File: config.mk
export PLATFORM = sky130hd
export DESIGN_NAME = rep_guard_top
export DESIGN_NICKNAME = d
export VERILOG_FILES = /design/src/rtl/rg_pkg.sv /design/src/rtl/rg_check.sv /design/src/rtl/rg_gate.sv /design/src/rtl/rg_inv.sv /design/src/rtl/rg_cascade.sv /design/src/rtl/rep_guard_top.sv
export SDC_FILE = /design/constraint.sdc
export NUM_CORES = 1
export LEC_CHECK = 0
export BUFFER_PORTS_ARGS = -buffer_cell sky130_fd_sc_hd__buf_2
export CAP_MARGIN = 10
export CORE_MARGIN = 10
export CORE_UTILIZATION = 38
export DETAILED_ROUTE_END_ITERATION = 6
export GPL_TIMING_DRIVEN = 0
export PLACE_DENSITY_LB_ADDON = 0.1
export SYNTH_ARGS = -nofsm -noshare
export SYNTH_HDL_FRONTEND = slang
export SYNTH_SLANG_ARGS = --single-unit
File: constraint.sdc
create_clock -name clk_i -period 1.74 [get_ports clk_i]
set_input_delay 0.348 -clock clk_i [delete_from_list [all_inputs] [get_ports clk_i]]
set_output_delay 0.348 -clock clk_i [all_outputs]
set_load 0.03 [all_outputs]
File: src/rtl/rg_pkg.sv
package rg_pkg;
  typedef enum logic [0:0] {
    RG_OP_AND = 1'b0,
    RG_OP_XOR = 1'b1
  } rg_op_e;
endpackage

File: src/rtl/rg_check.sv
module rg_check #(
  parameter int M = 4,
  localparam int W = 2 * M
) (
  input  logic [W-1:0] bundle_i,
  output logic         valid_o,
  output logic         val_o
);
  logic is_one, is_zero;
  assign is_one  = &bundle_i;
  assign is_zero = ~|bundle_i;
  assign valid_o = is_one | is_zero;
  assign val_o   = is_one;
endmodule

File: src/rtl/rg_gate.sv
module rg_gate
  import rg_pkg::*;
#(
  parameter int     M  = 4,
  parameter rg_op_e OP = RG_OP_AND,
  localparam int    W  = 2 * M
) (
  input  logic [W-1:0] a_i,
  input  logic [W-1:0] b_i,
  output logic [W-1:0] y_o
);
  logic a_ok, a_val, b_ok, b_val, ok, res;

  rg_check #(.M(M)) u_chk_a (.bundle_i(a_i), .valid_o(a_ok), .val_o(a_val));
  rg_check #(.M(M)) u_chk_b (.bundle_i(b_i), .valid_o(b_ok), .val_o(b_val));

  assign ok = a_ok & b_ok;

  if (OP == RG_OP_AND) begin : g_and
    assign res = a_val & b_val;
  end else begin : g_xor
    assign res = a_val ^ b_val;
  end

  // low half falls to 0 and high half rises to 1 on any invalid input
  for (genvar j = 0; j < W; j++) begin : g_wire
    if (j < M) begin : g_lo
      assign y_o[j] = res & ok;
    end else begin : g_hi
      assign y_o[j] = res | ~ok;
    end
  end
endmodule

File: src/rtl/rg_inv.sv
module rg_inv #(
  parameter int  M = 4,
  localparam int W = 2 * M
) (
  input  logic [W-1:0] a_i,
  output logic [W-1:0] y_o
);
  logic ok, val;

  rg_check #(.M(M)) u_chk (.bundle_i(a_i), .valid_o(ok), .val_o(val));

  for (genvar j = 0; j < W; j++) begin : g_wire
    if (j < M) begin : g_lo
      assign y_o[j] = ~val & ok;
    end else begin : g_hi
      assign y_o[j] = ~(val & ok);
    end
  end
endmodule

File: src/rtl/rg_cascade.sv
module rg_cascade #(
  parameter int  M = 4,
  localparam int W = 2 * M
) (
  input  logic [W-1:0] a_i,
  input  logic [W-1:0] b_i,
  output logic [W-1:0] x_o,
  output logic [W-1:0] y_o
);
  logic a_ok, a_val, b_ok, b_val, ok;

  rg_check #(.M(M)) u_chk_a (.bundle_i(a_i), .valid_o(a_ok), .val_o(a_val));
  rg_check #(.M(M)) u_chk_b (.bundle_i(b_i), .valid_o(b_ok), .val_o(b_val));

  assign ok = a_ok & b_ok;

  for (genvar j = 0; j < W; j++) begin : g_wire
    if (j < M) begin : g_lo
      assign x_o[j] = a_val & ok;
      assign y_o[j] = b_val & ok;
    end else begin : g_hi
      assign x_o[j] = a_val | ~ok;
      assign y_o[j] = b_val | ~ok;
    end
  end
endmodule

File: src/rtl/rep_guard_top.sv
module rep_guard_top
  import rg_pkg::*;
#(
  parameter int  M = 4,
  localparam int W = 2 * M
) (
  input  logic         clk_i,
  input  logic         rst_ni,
  input  logic         enc_bit_i,
  output logic [W-1:0] enc_o,
  input  logic [W-1:0] dec_i,
  output logic         dec_o,
  input  logic [W-1:0] a_i,
  input  logic [W-1:0] b_i,
  output logic [W-1:0] and_o,
  output logic [W-1:0] xor_o,
  output logic [W-1:0] not_o,
  output logic [W-1:0] casc_x_o,
  output logic [W-1:0] casc_y_o
);
  localparam logic [W-1:0] ERR = {{M{1'b1}}, {M{1'b0}}};
  localparam int NBIN = 2;

  logic [W-1:0] enc_d, not_d, cx_d, cy_d;
  logic [W-1:0] bin_d [NBIN];
  logic         dec_ok, dec_val, dec_d;

  assign enc_d = {W{enc_bit_i}};

  rg_check #(.M(M)) u_dec (.bundle_i(dec_i), .valid_o(dec_ok), .val_o(dec_val));
  assign dec_d = dec_val & dec_ok;

  for (genvar g = 0; g < NBIN; g++) begin : g_bin
    rg_gate #(.M(M), .OP(rg_op_e'(g))) u_gate (
      .a_i(a_i), .b_i(b_i), .y_o(bin_d[g])
    );
  end

  rg_inv #(.M(M)) u_inv (.a_i(a_i), .y_o(not_d));

  rg_cascade #(.M(M)) u_casc (.a_i(a_i), .b_i(b_i), .x_o(cx_d), .y_o(cy_d));

  always_ff @(posedge clk_i or negedge rst_ni) begin
    if (!rst_ni) begin
      enc_o    <= '0;
      dec_o    <= 1'b0;
      and_o    <= '0;
      xor_o    <= '0;
      not_o    <= '0;
      casc_x_o <= '0;
      casc_y_o <= '0;
    end else begin
      enc_o    <= enc_d;
      dec_o    <= dec_d;
      and_o    <= bin_d[RG_OP_AND];
      xor_o    <= bin_d[RG_OP_XOR];
      not_o    <= not_d;
      casc_x_o <= cx_d;
      casc_y_o <= cy_d;
    end
  end

  // assertions
  logic past_ok_q;
  always_ff @(posedge clk_i or negedge rst_ni) begin
    if (!rst_ni) past_ok_q <= 1'b0;
    else         past_ok_q <= 1'b1;
  end

  function automatic logic in_code(input logic [W-1:0] v);
    return (v == '0) || (v == '1) || (v == ERR);
  endfunction

  a_r1_enc_copy: assert property (@(posedge clk_i) disable iff (!rst_ni)
    past_ok_q |-> enc_o == {W{$past(enc_bit_i)}});

  a_r2_dec_invalid_zero: assert property (@(posedge clk_i) disable iff (!rst_ni)
    past_ok_q && !$past((dec_i == '0) || (dec_i == '1)) |-> !dec_o);

  a_r5_not_complement: assert property (@(posedge clk_i) disable iff (!rst_ni)
    past_ok_q && $past((a_i == '0) || (a_i == '1)) |-> not_o == ~$past(a_i));

  a_r6_code_closed: assert property (@(posedge clk_i) disable iff (!rst_ni)
    in_code(and_o) && in_code(xor_o) && in_code(not_o));

  a_r7_casc_agree: assert property (@(posedge clk_i) disable iff (!rst_ni)
    (casc_x_o == ERR) == (casc_y_o == ERR));

  a_r9_casc_no_flip: assert property (@(posedge clk_i) disable iff (!rst_ni)
    past_ok_q && $past(a_i == '0) |-> casc_x_o != '1);
endmodule

==> impl_metrics.csv, run 1 <==
group,metric,value,unit
final_layout,multi_input_area,195,sq um
floorplan,dieHeight,65.5,um
clock_tree,clk_pin_slew,60,ps
timing,holdWs,192,ps
detailed_routing,via_per_inst,4.21,
worst_setup_path,worst-setup-path-type,"reg2out",
floorplan,dieArea,4300,sq um
grt,first_global_vias,758,
worst_setup_path,cp-end-kind,"output port",
worst_setup_path,start_kind,"flip-flop",
logic_synthesis,yosys.area.top_type_share,0.381,
timing,hold_viol,0,
logic_synthesis,ys_top_cells_by_area,"dfrtp_1 38%, buf_4 35%, nand4_1 4.8%",
logic_synthesis,syn_avg_cell_area,10.4,sq um
final_layout,drive_gt1_frac,0.787,
detailed_routing,routed_wirelength,2.17,mm
final_layout,fin_util,0.627,
logic_synthesis,synthArstFlopShare,1.00,
final_layout,nets,185,
detailed_routing,dr_total_vias,766,
logic_synthesis,syn-num-nets,104,
timing,fin_ws,352,ps
pwr,power_density,431,nW/um^2
clock_tree,clock-root-buffer,"clkbuf_4",
timing,rsz0062_at_grt,"false",
clock_tree,cts_made_buffers,3,
final_layout,diodes,0,
grt,grt_max_degree,13,
timing,setup_viol,0,
placed_design,dpl.cell_count,178,
timing,maxSlewViolCount,0,
timing,fin_setup_tns,0,ps
detailed_routing,drc,0,
floorplan,core_region_area,1960,sq um
worst_setup_path,arrival,1040,ps
floorplan,die_w,65.5,um
timing,fmax,0.721,GHz
grt,antenna_found_initial,0,
placed_design,place.detailed.hpwl,2.00,mm
logic_synthesis,yosysTopAreaCell,"dfrtp_1",
grt,grt_use_total,0.0985,
logic_synthesis,synth_warnings,0,
detailed_routing,routedWlPerCell,11.9,um
grt,grt_pass1_wl,3.42,mm
worst_setup_path,critPathMaxFanout,8,
run,cap_violations,0,
placed_design,io_buffer_count,75,
detailed_routing,drt_iter0_drc,12,
detailed_routing,ant_nets,0,
logic_synthesis,synth-edff-count,0,
timing,period_minus_slack,1390,ps
status,status,"completed",
final_layout,n_fill_cell,195,
logic_synthesis,synth_ff_type,"dfrtp_1",
final_layout,final-instance-count-excl-fill,182,
logic_synthesis,ys_seq_area_frac,0.381,
final_layout,area_growth,56.0,%
logic_synthesis,ys_ff_latch,12,
grt,overflow,0,
clock_tree,cts_resized,0,
logic_synthesis,synthCells,76,
floorplan,start_util,0.402,
clock_tree,cts_tree,"built",
pwr,total_leakage_power,0.000723,uW
worst_setup_path,required,1390,ps
min_path,hold_path_class,"in2reg",
clock_tree,cts_max_path_buffers,2,
timing,tightest_slew,246,ps
clock_tree,cts.sinks,12,
floorplan,io_pins,76,
placed_design,gp_congestion,0.734,
logic_synthesis,yosys.cell_types.count,16,
detailed_routing,drt_pass1_iterations,2,
logic_synthesis,syn-cell-area,788,sq um
final_layout,final-seq-area,300,sq um
timing,maxSlewHeadroom,0.836,
floorplan,num_rows,16,
pwr,ir_drop,0.339,mV
placed_design,dp_slack,184,ps
clock_tree,ctsHtreeMaxLevel,1,
timing,finalCritPeriodShare,0.798,
==> final timing paths <==
| check | start | endpoint | cells after the start |
|---|---|---|---|
| min in group asynchronous | rst_ni | dec_o | 2 |
| max | enc_o[0] | enc_o[1] | 2 |
| max in group asynchronous | rst_ni | xor_o[4] | 2 |
| min | enc_bit_i | enc_o[0] | 1 |
==> through the flow <==
stage / power [uW] / instance area [sq um]
floorplan: 331 / 788
global placement: 376 / 1200
detailed placement: 379 / 1200
CTS: 541 / 1230
global route: 567 / 1230
finish: 530 / 1230
==> synth_stat cells (2+ instances only) <==
cell / count
buf_4: 37
dfrtp_1: 12
inv_1: 4
nand4_1: 6
o21a_1: 2
o221ai_1: 2
or2_2: 2
or4_4: 3
==> placed cells by master (no fill, tap or decap) <==
| master | n |
|---|---|
| buf_2 | 75 |
| buf_4 | 37 |
| dfrtp_1 | 12 |
| nand4_1 | 6 |
| inv_1 | 4 |
| or4_4 | 3 |
| clkbuf_4 | 3 |
| or2_2 | 2 |
| o221ai_1 | 2 |
| o21a_1 | 2 |
| or4_1 | 1 |
| nor2_4 | 1 |
| nor2_8 | 1 |
| o221a_1 | 1 |
| o21ai_0 | 1 |
| o211ai_1 | 1 |
| nor2_1 | 1 |
| ha_1 | 1 |
| dlygate4sd3_1 | 1 |
==> where the power goes <==
group | internal [uW] | switching (uW)
combinational | 43.5 | 47.7
clock | 79.8 | 76.1
sequential | 280 | 2.31
==> layer usage <==
metal	wire [um]	share of wire	global-route usage	vias to the layer above
li1	-	-	-	386
met1	785	0.36	0.0953	340
met2	1180	0.54	0.178	38
met5	0	0	0	-
met4	27	0.012	0.0642	0
met3	179	0.082	0.0288	2
==> worst max-delay path: stages, from the launching register on <==
cell     delay, ps
dfrtp_1        450
buf_4          140
buf_2          190
==> kinds of logic after synthesis <==
logic type / share of synthesized area
simple gates: 0.160
compound gates: 0.0714
fa+ha+maj: 0.0159
flops: 0.381
buf+inv: 0.371
==> state kept, by name, summed over array words and instances, names as in the netlist <==
signal and cells:
casc_y_o 2, enc_o 1, xor_o 2, casc_x_o 2
not_o 2, dec_o 1, and_o 2
==> layout make-up <==
type                            count  share of cell area
Buffer                             37               0.226
Multi-Input combinational cell     23               0.159
Timing Repair Buffer               76               0.313
Sequential cell                    12               0.244
Tap cell                           27              0.0275
Inverter                            4              0.0122
Clock buffer                        3              0.0183
==> what timing repair did <==
| item | CTS | global route |
|---|---|---|
| setup buffers | 0 | 0 |
| hold endpoints to repair | 12 | 0 |
| hold buffers | 1 | 0 |
Note: power is estimated with default switching activity, not from simulation.
==> inputs of run 2 (changes only) <==
--- a/config.mk
+++ b/config.mk
@@ -8,7 +8,7 @@
 export BUFFER_PORTS_ARGS = -buffer_cell sky130_fd_sc_hd__buf_2
 export CAP_MARGIN = 10
 export CORE_MARGIN = 10
-export CORE_UTILIZATION = 38
+export CORE_UTILIZATION = 32
 export DETAILED_ROUTE_END_ITERATION = 6
 export GPL_TIMING_DRIVEN = 0
 export PLACE_DENSITY_LB_ADDON = 0.1
==> constraint.sdc (replaced) <==
create_clock -name clk_i -period 1.2 [get_ports clk_i]
set_input_delay 0.24 -clock clk_i [delete_from_list [all_inputs] [get_ports clk_i]]
set_output_delay 0.24 -clock clk_i [all_outputs]
set_load 0.03 [all_outputs]
==> run 2 against run 1 <==
  * Clock-buffer cell count up 1
  * Critical endpoint unchanged
  * Core utilization increased by 8.3 points
  * The run now ends with negative setup slack left
  * Highest routed layer unchanged
  * Sequential power increased by 45%
  * Largest power group unchanged
  * Die area grew 13%
  * Hold slack got worse by 120 ps
  * Critical path type unchanged
  * Non-clock buffer count did not move
  * Sequential share of layout area fell by 5.1 points
  * Flip-flop and latch count stayed put
==> impl_metrics.csv, run 2 (synthesis results as in run 1) <==
group,metric,value,unit
floorplan,dieHeight,69.6,um
clock_tree,cts_max_path_buffers,2,
floorplan,die_w,69.6,um
clock_tree,cts.sinks,12,
status,status,"finished, violations left",
clock_tree,cts_made_buffers,3,
pwr,ir_drop,0.432,mV
detailed_routing,via_per_inst,4.24,
timing,rsz0062_at_grt,"true",
final_layout,area_growth,105,%
grt,grt_use_total,0.0979,
timing,hold_viol,0,
worst_setup_path,start_kind,"flip-flop",
final_layout,drive_gt1_frac,0.865,
floorplan,io_pins,76,
final_layout,nets,185,
detailed_routing,drc,0,
detailed_routing,drt_pass1_iterations,4,
worst_setup_path,cp-end-kind,"output port",
final_layout,diodes,0,
worst_setup_path,worst-setup-path-type,"reg2out",
status,violations,"negative setup slack",
grt,antenna_found_initial,0,
pwr,clockPowerShare,0.358,
placed_design,io_buffer_count,75,
worst_setup_path,required,960,ps
clock_tree,cts_tree,"built",
worst_setup_path,path_buf_inv,2,
pwr,power.switching,208,uW
final_layout,finalInstanceArea,1620,sq um
detailed_routing,dr_total_vias,780,
timing,fmax,0.810,GHz
pwr,power_frac_comb,0.175,
worst_setup_path,crit_chain,"buf_4, buf_6",
min_path,hold_path_class,"in2reg",
floorplan,num_rows,17,
grt,grt_pass1_wl,3.97,mm
floorplan,start_util,0.346,
timing,fin_ws,-34.3,ps
pwr,p_int,670,uW
worst_setup_path,arrival,990,ps
pwr,total_leakage_power,0.000828,uW
grt,grt_max_degree,13,
detailed_routing,routed_wirelength,2.54,mm
grt,overflow,0,
pwr,p_sw_frac,0.237,
pwr,p_seq_frac,0.467,
floorplan,core_region_area,2280,sq um
detailed_routing,drt_iter0_drc,9,
floorplan,dieArea,4850,sq um
timing,setup_viol,14,
timing,maxSlewViolCount,0,
run,cap_violations,0,
placed_design,dp_slack,-172,ps
clock_tree,clock-root-buffer,"clkbuf_4",
placed_design,gp_congestion,0.686,
pwr,p_total,877,uW
final_layout,most-common-layout-cells,"67 x buf_6, 38 x buf_2, 9 x dfrtp_2, 7 x buf_4, 6 x nand4_1",
timing,finalCritPeriodShare,1.03,
timing,period_minus_slack,1230,ps
clock_tree,postCtsSetupBuffers,0,
pwr,power_density,543,nW/um^2
timing,tightest_slew,264,ps
detailed_routing,routedWlPerCell,13.8,um
worst_setup_path,max_stage_delay,450,ps
clock_tree,ctsHtreeMaxLevel,1,
grt,first_global_vias,860,
placed_design,placedInstanceArea,1210,sq um
worst_setup_path,crit_family,"flip-flops",
worst_setup_path,cp_slowest_cell,"dfrtp_2",
timing,maxSlewHeadroom,0.824,
timing,holdWs,76.2,ps
detailed_routing,ant_nets,0,
clock_tree,clk_pin_slew,70,ps
worst_setup_path,critPathMaxFanout,8,
final_layout,layout_commonest_cell,"buf_6",
run 2: path summary, 6_finish.rpt:
kind	start	end	slack (ps)	depth (start not counted)
max	enc_o[0]	enc_o[1]	-30	2
min	enc_bit_i	enc_o[0]	80	1
min in group asynchronous	rst_ni	xor_o[3]	380	2
max in group asynchronous	rst_ni	and_o[3]	590	2
run 2: per-layer routing:
metal	GRT usage	part of all wire	vias up
met1	0.0967	0.36	350
met2	0.170	0.53	46
met4	0.0522	0.013	0
met3	0.0399	0.094	2
li1	-	-	382
met5	0	0	-
run 2: per-stage QoR:
step / setup TNS (ps) / instances / util
3_3_place_gp: -795 / 179 / 0.533
2_1_floorplan: 0 / 76 / -
4_1_cts: -420 / 184 / 0.662
5_1_grt: -1780 / 184 / 0.710
3_5_place_dp: -813 / 179 / 0.533
6_report: -244 / 184 / 0.710
run 2: timing repair:
item	in CTS	in global routing
endpoints found under the hold margin	12	0
pin swaps	0	0
endpoints found under the setup margin	38	40
gates resized for setup	79	34
hold buffers	1	0
run 2: area by class of cell:
class,count,area (sq um)
buffer,37,390
clock buffer,4,36.3
fill,180,661
inverter,4,17.5
multi-input combinational,23,208
sequential,12,312
tap,28,35.0
timing repair buffer,76,617
run 2: power groups by stage:
| stage | clock network, uW | registers (uW) | logic (uW) |
|---|---|---|---|
| 3_3_place_gp | 0 | 417 | 130 |
| 5_1_grt | 343 | 411 | 165 |
| 2_1_floorplan | 0 | 422 | 58.1 |
| 6_report | 314 | 410 | 153 |
| 4_1_cts | 327 | 410 | 154 |
| 3_5_place_dp | 0 | 417 | 133 |
